### config.mk
export PLATFORM = sky130hd
export DESIGN_NAME = gpio_irq_detect
export DESIGN_NICKNAME = d
export VERILOG_FILES = /design/src/rtl/gpio_irq_pkg.sv /design/src/rtl/gpio_irq_setclr.sv /design/src/rtl/gpio_irq_trigger.sv /design/src/rtl/gpio_irq_pending.sv /design/src/rtl/gpio_irq_detect.sv
export SDC_FILE = /design/constraint.sdc
export NUM_CORES = 1
export LEC_CHECK = 0
export CAP_MARGIN = 25
export CORE_AREA = 4 4 155 157
export DETAILED_ROUTE_END_ITERATION = 10
export DIE_AREA = 0 0 159 161
export DONT_BUFFER_PORTS = 1
export MAX_ROUTING_LAYER = met4
export PLACE_DENSITY = 0.64
export REMOVE_ABC_BUFFERS = 1
export SLEW_MARGIN = 0
export SYNTH_ARGS = -nofsm -noshare
export SYNTH_HDL_FRONTEND = slang
export SYNTH_HIERARCHICAL = 1
export SYNTH_SLANG_ARGS = --single-unit
### constraint.sdc
create_clock -name clk_i -period 1.97 [get_ports clk_i]
set_input_delay 0.394 -clock clk_i [delete_from_list [all_inputs] [get_ports clk_i]]
set_output_delay 0.394 -clock clk_i [all_outputs]
set_load 0.02 [all_outputs]
### src/rtl/gpio_irq_pkg.sv
package gpio_irq_pkg;
  localparam int unsigned ADDR_W = 4;

  typedef enum logic [ADDR_W-1:0] {
    REG_MASK_SET  = 4'h0,
    REG_MASK_CLR  = 4'h1,
    REG_MASK      = 4'h2,
    REG_MODE_ON   = 4'h3,
    REG_MODE_OFF  = 4'h4,
    REG_MODE      = 4'h5,
    REG_SEL_EDGE  = 4'h6,
    REG_SEL_LEVEL = 4'h7,
    REG_KIND      = 4'h8,
    REG_POL_LOW   = 4'h9,
    REG_POL_HIGH  = 4'hA,
    REG_POL       = 4'hB,
    REG_STATUS    = 4'hC
  } reg_addr_e;

  // index of each set/clear configuration register
  localparam int unsigned CFG_MASK = 0;
  localparam int unsigned CFG_MODE = 1;
  localparam int unsigned CFG_KIND = 2;
  localparam int unsigned CFG_POL  = 3;
  localparam int unsigned NCFG     = 4;
endpackage

### src/rtl/gpio_irq_setclr.sv
module gpio_irq_setclr #(
  parameter int unsigned W = 32
) (
  input  logic         clk_i,
  input  logic         rst_ni,
  input  logic [W-1:0] set_i,
  input  logic [W-1:0] clr_i,
  output logic [W-1:0] q_o
);
  logic [W-1:0] q_q;

  always_ff @(posedge clk_i or negedge rst_ni) begin
    if (!rst_ni) q_q <= '0;
    else         q_q <= (q_q & ~clr_i) | set_i;
  end

  assign q_o = q_q;
endmodule

### src/rtl/gpio_irq_trigger.sv
module gpio_irq_trigger #(
  parameter int unsigned NPINS = 32
) (
  input  logic             clk_i,
  input  logic             rst_ni,
  input  logic [NPINS-1:0] pins_i,
  input  logic [NPINS-1:0] mode_i,
  input  logic [NPINS-1:0] kind_i,
  input  logic [NPINS-1:0] pol_i,
  output logic [NPINS-1:0] prev_o,
  output logic [NPINS-1:0] event_o
);
  logic [NPINS-1:0] prev_q;

  always_ff @(posedge clk_i or negedge rst_ni) begin
    if (!rst_ni) prev_q <= '0;
    else         prev_q <= pins_i;
  end

  assign prev_o = prev_q;

  for (genvar p = 0; p < NPINS; p++) begin : g_pin
    logic rise, fall, hit;
    assign rise = pins_i[p] & ~prev_q[p];
    assign fall = ~pins_i[p] & prev_q[p];

    always_comb begin
      if (!mode_i[p])     hit = rise | fall;
      else if (kind_i[p]) hit = (pins_i[p] == pol_i[p]);
      else                hit = pol_i[p] ? rise : fall;
    end

    assign event_o[p] = hit;
  end
endmodule

### src/rtl/gpio_irq_pending.sv
module gpio_irq_pending #(
  parameter int unsigned NPINS = 32
) (
  input  logic             clk_i,
  input  logic             rst_ni,
  input  logic [NPINS-1:0] event_i,
  input  logic             clear_i,
  output logic [NPINS-1:0] pend_o
);
  logic [NPINS-1:0] pend_q;

  // a same-cycle event wins over the read clear
  always_ff @(posedge clk_i or negedge rst_ni) begin
    if (!rst_ni) pend_q <= '0;
    else         pend_q <= (clear_i ? '0 : pend_q) | event_i;
  end

  assign pend_o = pend_q;
endmodule

### src/rtl/gpio_irq_detect.sv
module gpio_irq_detect
  import gpio_irq_pkg::*;
#(
  parameter int unsigned NPINS = 32
) (
  input  logic              clk_i,
  input  logic              rst_ni,
  input  logic [NPINS-1:0]  pins_i,
  input  logic              bus_we_i,
  input  logic              bus_re_i,
  input  logic [ADDR_W-1:0] bus_addr_i,
  input  logic [NPINS-1:0]  bus_wdata_i,
  output logic [NPINS-1:0]  bus_rdata_o,
  output logic              irq_o
);
  logic [NPINS-1:0] wr_data;
  logic [NPINS-1:0] cfg_set [NCFG];
  logic [NPINS-1:0] cfg_clr [NCFG];
  logic [NPINS-1:0] cfg_q   [NCFG];
  logic [NPINS-1:0] mask_q, mode_q, kind_q, pol_q;
  logic [NPINS-1:0] prev_q, event_w, pend_q;
  logic             status_rd;

  assign wr_data = bus_we_i ? bus_wdata_i : '0;

  always_comb begin
    cfg_set[CFG_MASK] = (bus_addr_i == REG_MASK_SET)  ? wr_data : '0;
    cfg_clr[CFG_MASK] = (bus_addr_i == REG_MASK_CLR)  ? wr_data : '0;
    cfg_set[CFG_MODE] = (bus_addr_i == REG_MODE_ON)   ? wr_data : '0;
    cfg_clr[CFG_MODE] = (bus_addr_i == REG_MODE_OFF)  ? wr_data : '0;
    cfg_set[CFG_KIND] = (bus_addr_i == REG_SEL_LEVEL) ? wr_data : '0;
    cfg_clr[CFG_KIND] = (bus_addr_i == REG_SEL_EDGE)  ? wr_data : '0;
    cfg_set[CFG_POL]  = (bus_addr_i == REG_POL_HIGH)  ? wr_data : '0;
    cfg_clr[CFG_POL]  = (bus_addr_i == REG_POL_LOW)   ? wr_data : '0;
  end

  for (genvar c = 0; c < NCFG; c++) begin : g_cfg
    gpio_irq_setclr #(.W(NPINS)) u_reg (
      .clk_i  (clk_i),
      .rst_ni (rst_ni),
      .set_i  (cfg_set[c]),
      .clr_i  (cfg_clr[c]),
      .q_o    (cfg_q[c])
    );
  end

  assign mask_q = cfg_q[CFG_MASK];
  assign mode_q = cfg_q[CFG_MODE];
  assign kind_q = cfg_q[CFG_KIND];
  assign pol_q  = cfg_q[CFG_POL];

  gpio_irq_trigger #(.NPINS(NPINS)) u_trig (
    .clk_i   (clk_i),
    .rst_ni  (rst_ni),
    .pins_i  (pins_i),
    .mode_i  (mode_q),
    .kind_i  (kind_q),
    .pol_i   (pol_q),
    .prev_o  (prev_q),
    .event_o (event_w)
  );

  assign status_rd = bus_re_i && (bus_addr_i == REG_STATUS);

  gpio_irq_pending #(.NPINS(NPINS)) u_pend (
    .clk_i   (clk_i),
    .rst_ni  (rst_ni),
    .event_i (event_w),
    .clear_i (status_rd),
    .pend_o  (pend_q)
  );

  always_comb begin
    case (bus_addr_i)
      REG_MASK:   bus_rdata_o = mask_q;
      REG_MODE:   bus_rdata_o = mode_q;
      REG_KIND:   bus_rdata_o = kind_q;
      REG_POL:    bus_rdata_o = pol_q;
      REG_STATUS: bus_rdata_o = pend_q;
      default:    bus_rdata_o = '0;
    endcase
  end

  assign irq_o = |(pend_q & mask_q);
endmodule

Word-level counts from Yosys, hierarchy flattened
Cells that the tools add are included.
{"block": "word_totals", "ff_bits": 192, "in_bits": 72, "output_inout_bits": 33, "word_cells": 334}
{"block": "classes", "reduce_logical": 3, "mux": 107, "n_eq_ne": 44, "bitwise_logic": 174}
{"cell": "two-way mux 32 bit", "n": 10}
{"cell": "AND 32 bit", "n": 5}
{"cell": "bitwise OR 32 bit", "n": 5}
{"cell": "case mux 32 bit (5 select lines)", "n": 1}
{"cell": "inverter 32 bit", "n": 4}
{"cell": "two-way mux 1 bit", "n": 96}
{"cell": "AND 1 bit", "n": 64}
{"cell": "inverter 1 bit", "n": 64}
{"cell": "equality test 1 bit", "n": 32}
{"cell": "bitwise OR 1 bit", "n": 32}
{"cell": "OR reduction 32 bit", "n": 1}
{"cell": "equality test 4 bit (second input constant)", "n": 5}
{"cell": "equality test 4 x 3 -> 1 bit (second input constant)", "n": 4}
{"cell": "equality test 4 x 2 -> 1 bit (second input constant)", "n": 2}
{"cell": "equality test 4 x 1 -> 1 bit (second input constant)", "n": 1}
{"cell": "logical NOT 4 bit", "n": 1}
{"cell": "logical AND 1 bit", "n": 1}

Logic depth before layout (Yosys ltp)
{"block": "logic_depth", "depth_word": 6, "mapped_depth": 8, "mapped_depth_nobuf": 6}

By module
Netlist, hierarchy kept.
{"module": "gpio_irq_setclr", "instances": 4, "seq_area_each_um2": 800.8, "area_per_inst_um2": 1161.1, "cells_each": 96}
{"module": "gpio_irq_trigger", "instances": 1, "seq_area_each_um2": 800.8, "area_per_inst_um2": 3643.5, "cells_each": 416}
{"module": "gpio_irq_detect", "instances": 1, "seq_area_each_um2": 0.0, "area_per_inst_um2": 2274.7, "cells_each": 472}
{"module": "gpio_irq_pending", "instances": 1, "seq_area_each_um2": 800.8, "area_per_inst_um2": 1081.0, "cells_each": 68}

Worst setup path after synthesis
No wires, ideal clock.
{"block": "synth_timing", "kind": "input -> output", "start": "input bus_addr_i[0]", "end": "output bus_rdata_o[0]", "setup_slack_ns": 0.082, "path_buffers": 3, "arrival_time_ns": 1.494, "stages": 6, "required_time_ns": 1.576, "cell_sequence": "buf_4 and4bb_1 buf_6 buf_6 a222oi_1 nand2_1"}
{"block": "synth_via", "elab_chain_cells": 2, "elab_cells_between_ends": 6, "classes_between": "5 x eq/ne; 1 x mux"}
{"item": "from (decl)", "line_no": "gpio_irq_detect.sv:11", "text": "input logic [ADDR_W-1:0] bus_addr_i,"}
{"item": "equality test 4 bit (tied with other cells)", "line_no": "gpio_irq_detect.sv:74", "text": "case (bus_addr_i)"}
{"item": "case mux 32 bit (5 select lines) *", "line_no": "gpio_irq_detect.sv:74"}
{"item": "to (decl)", "line_no": "gpio_irq_detect.sv:13", "text": "output logic [NPINS-1:0] bus_rdata_o,"}
Every way passes the cells marked *; elsewhere a longest branch is shown, timed or not.

Worst setup path after layout
{"block": "layout_timing", "start": "register u_pend.pend_q[2] (netlist: u_pend/pend_o[2])", "end": "output irq_o"}
{"block": "layout_via", "elab_chain_cells": 2}
{"item": "from (decl)", "line_no": "gpio_irq_pending.sv:10", "text": "logic [NPINS-1:0] pend_q;"}
{"item": "from (signal assigned)", "line_no": "gpio_irq_pending.sv:15", "text": "else pend_q <= (clear_i ? '0 : pend_q) | event_i;"}
{"item": "AND 32 bit", "line_no": "gpio_irq_detect.sv:84", "text": "assign irq_o = |(pend_q & mask_q);"}
{"item": "OR reduction 32 bit", "line_no": "gpio_irq_detect.sv:84"}
{"item": "to (decl)", "line_no": "gpio_irq_detect.sv:14", "text": "output logic irq_o"}
Every way passes these cells.

==> impl_metrics.json <==
{
  "power_frac_seq": 0.485,
  "ys_seq_area_frac": 0.4126,
  "vias_per_cell": 5.507,
  "place_area_um2": 11900,
  "clockRootBuffer": "clkbuf_16",
  "grt_max_degree": 193,
  "fin_crit_ns": 2.322,
  "status": "finished, violations left",
  "async_flop_share": 1.000,
  "finalHoldViolCount": 192,
  "internal_power_mw": 7.664,
  "syn_area_per_cell_um2": 8.689,
  "fin_cells": 1643,
  "io_pins": 105,
  "postLayoutCellArea_um2": 12940,
  "die_height_um": 161,
  "r2r.worst_path.cells": 6,
  "power.switching_mw": 3.505,
  "n_fill_cell": 1949,
  "synth_top_area_share": 0.4126,
  "core_area_um2": 22500,
  "min_period_over_period": 1.178,
  "core.rowCount": 55,
  "switching_share": 0.3138,
  "synthCells": 1340,
  "vias": 9048,
  "htreeDepth": 4,
  "synth_ff_type": "dfrtp_1",
  "synth.most_common_cell": "nor2_1",
  "placedCellCount": 1575,
  "criticalPathCategory": "register to output port",
  "relSlewSlack": 0.6335,
  "setup_ws_ns": -0.3516,
  "antenna_cells": 0,
  "max_freq_mhz": 430.7,
  "grt_pass1_wl_mm": 48.38,
  "crit_required_ns": 1.58,
  "clkSinkCount": 192,
  "clock_latency_ns": 0.43,
  "ctsHoldBuffers": 32,
  "wl_per_cell_um": 18.34,
  "place_ws_ns": 0.01426,
  "yosys.area.top_type": "dfrtp_1",
  "reg2reg_from": "u_trig/prev_o[22]$_DFF_PN0_",
  "crit_path_start_kind": "register",
  "setup.worst_path.start": "u_pend/pend_o[2]$_DFF_PN0_",
  "ir_drop_v": 0.0006399,
  "synthTopCellsByCount": "258 x nor2_1, 256 x inv_1, 192 x dfrtp_1",
  "powerDensity_nw_per_um2": 863.2,
  "rsz0062_at_grt": "true",
  "layout-drive-gt1-share": 0.08689,
  "worst_ep_arrival_time_ns": 1.93,
  "yosys-top-cells-area": "dfrtp_1 41%, a21o_1 10%, nor2_1 8.3%",
  "hpwl_mm": 17.90,
  "p_clk_frac": 0.322,
  "cts_buffers": 17,
  "fin_skew_ns": 0.01014,
  "die_x_um": 159,
  "track_usage": 0.2426,
  "firstDrtPassIters": 7,
  "fin_hold_ws_ns": -0.3529,
  "drv_slew": 0,
  "ys_seq_elements": 192,
  "syn2layout_area_growth_pct": 11.12,
  "violations": "negative hold slack, negative setup slack",
  "drt_iter0_drc": 789,
  "antenna_found_initial": 0,
  "worst-slew-pin-transition_ns": 0.5497,
  "cts_tree": "built",
  "cts_buffer_depth": 2,
  "numPortBuffers": 0,
  "leakage_nw": 6.249,
  "grt_overflow": 0,
  "synthDistinctLibCells": 26,
  "wl_mm": 30.13,
  "synth_edf_count": 0,
  "grt_pass1_vias": 8851,
  "layout.nets": 1481,
  "hp-class": "primary input to async pin",
  "combPwrFrac": 0.193,
  "start_util": 0.5174,
  "drc": 0,
  "drv_cap": 0,
  "ys_warn_count": 6,
  "ant_nets": 0,
  "clkTransAtPathRegs_ns": 0.08,
  "critPathMaxFanout": 2,
  "syn_area_um2": 11640,
  "cp-end-kind": "output port",
  "die_area_um2": 25600,
  "routabilityCongestion": 0.7685,
  "finalSetupViolCount": 1
}
[layer usage]
layer	vias up	track usage	wire length (um)
met5	-	-	0
met4	0	0.04181	248
met3	19	0.05512	1797
met2	219	0.3892	14350
met1	4401	0.3234	13730
li1	4409	-	-
[cell type report]
| class | count | area, um^2 | share of cell area |
|---|---|---|---|
| Multi-Input combinational cell | 809 | 5456 | 0.4217 |
| Sequential cell | 192 | 4805 | 0.3713 |
| Inverter | 257 | 964.7 | 0.07456 |
| Timing Repair Buffer | 68 | 754.5 | 0.05831 |
| Clock buffer | 17 | 425.4 | 0.03288 |
| Tap cell | 285 | 356.6 | 0.02756 |
| Clock inverter | 15 | 176.4 | 0.01363 |
[timing repair]
item / in CTS / in global routing
hold endpoints to repair: 224 / 192
buffers inserted: 2 / 3
endpoints found under the setup margin: 1 / 8
pin swaps: 5 / 11
resized for setup: 12 / 8
[cells in the final DEF (no fill, tap or decap), types with 4 or more instances in the layout]
cell           Yosys  final
a22oi_1           48     36
nand4_1            4      4
a222oi_1          32     32
a21o_1           158    158
nand2_1          102    101
inv_1            256    256
a311oi_2          32     32
a22oi_2            0     12
ha_1              64     64
clkbuf_16          0     17
o21ai_0           32     32
nor2b_1           36     36
buf_4             33     18
dlygate4sd3_1      0     32
dfrtp_1          192    192
nor2_1           258    258
o2111a_1          32     32
buf_12             0     11
buf_6              7      7
inv_6              0      4
[registers in the layout (all words and copies together), names as in the netlist]
register         count
u_trig/prev_o       32
u_pend/pend_o       32
g_cfg.u_reg/q_o    128
[worst max-delay path, stage by stage (launching register included)]
cell	delay [ns]
dfrtp_1	0.40
a22oi_2	0.27
nand4_1	0.14
or4_1	0.53
buf_6	0.15
[cell families after synthesis]
logic type               synth area share
flip-flops                         0.4126
buffers and inverters              0.1256
adder cells (fa/ha/maj)           0.06877
AO/OA/AOI/OAI                      0.2478
AND/OR/NAND/NOR                    0.1452
[stage by stage]
stage | total power [mW] | TNS (ns) | util
2_1_floorplan | 6.845 | -21.72 | -
3_3_place_gp | 7.401 | -0.002716 | 0.5287
3_5_place_dp | 7.487 | 0 | 0.5287
4_1_cts | 11.19 | -0.3509 | 0.5730
5_1_grt | 11.76 | -0.4611 | 0.5750
6_report | 11.17 | -0.3516 | 0.5750
[power by group through the flow]
stage	Sequential, mW	Clock, mW	Combinational (mW)
after floorplan	5.24	0	1.60
final	5.42	3.60	2.15
after global routing	5.52	3.87	2.38
after CTS	5.40	3.66	2.13
after detailed placement	5.45	0	2.03
after global placement	5.43	0	1.98
[path summary, 6_finish.rpt]
check                                             endpoint  slack, ns
hold / removal                 u_trig/prev_o[12]$_DFF_PN0_      -0.35
hold reg to reg                u_pend/pend_o[20]$_DFF_PN0_       0.52
min in group clk_i         g_cfg[2].u_reg/q_o[6]$_DFF_PN0_       0.36
setup reg to reg               u_pend/pend_o[22]$_DFF_PN0_       0.61
max in group asynchronous      u_pend/pend_o[13]$_DFF_PN0_       1.94
setup / recovery                                     irq_o      -0.35
Note: power is estimated with default switching activity, not from simulation.
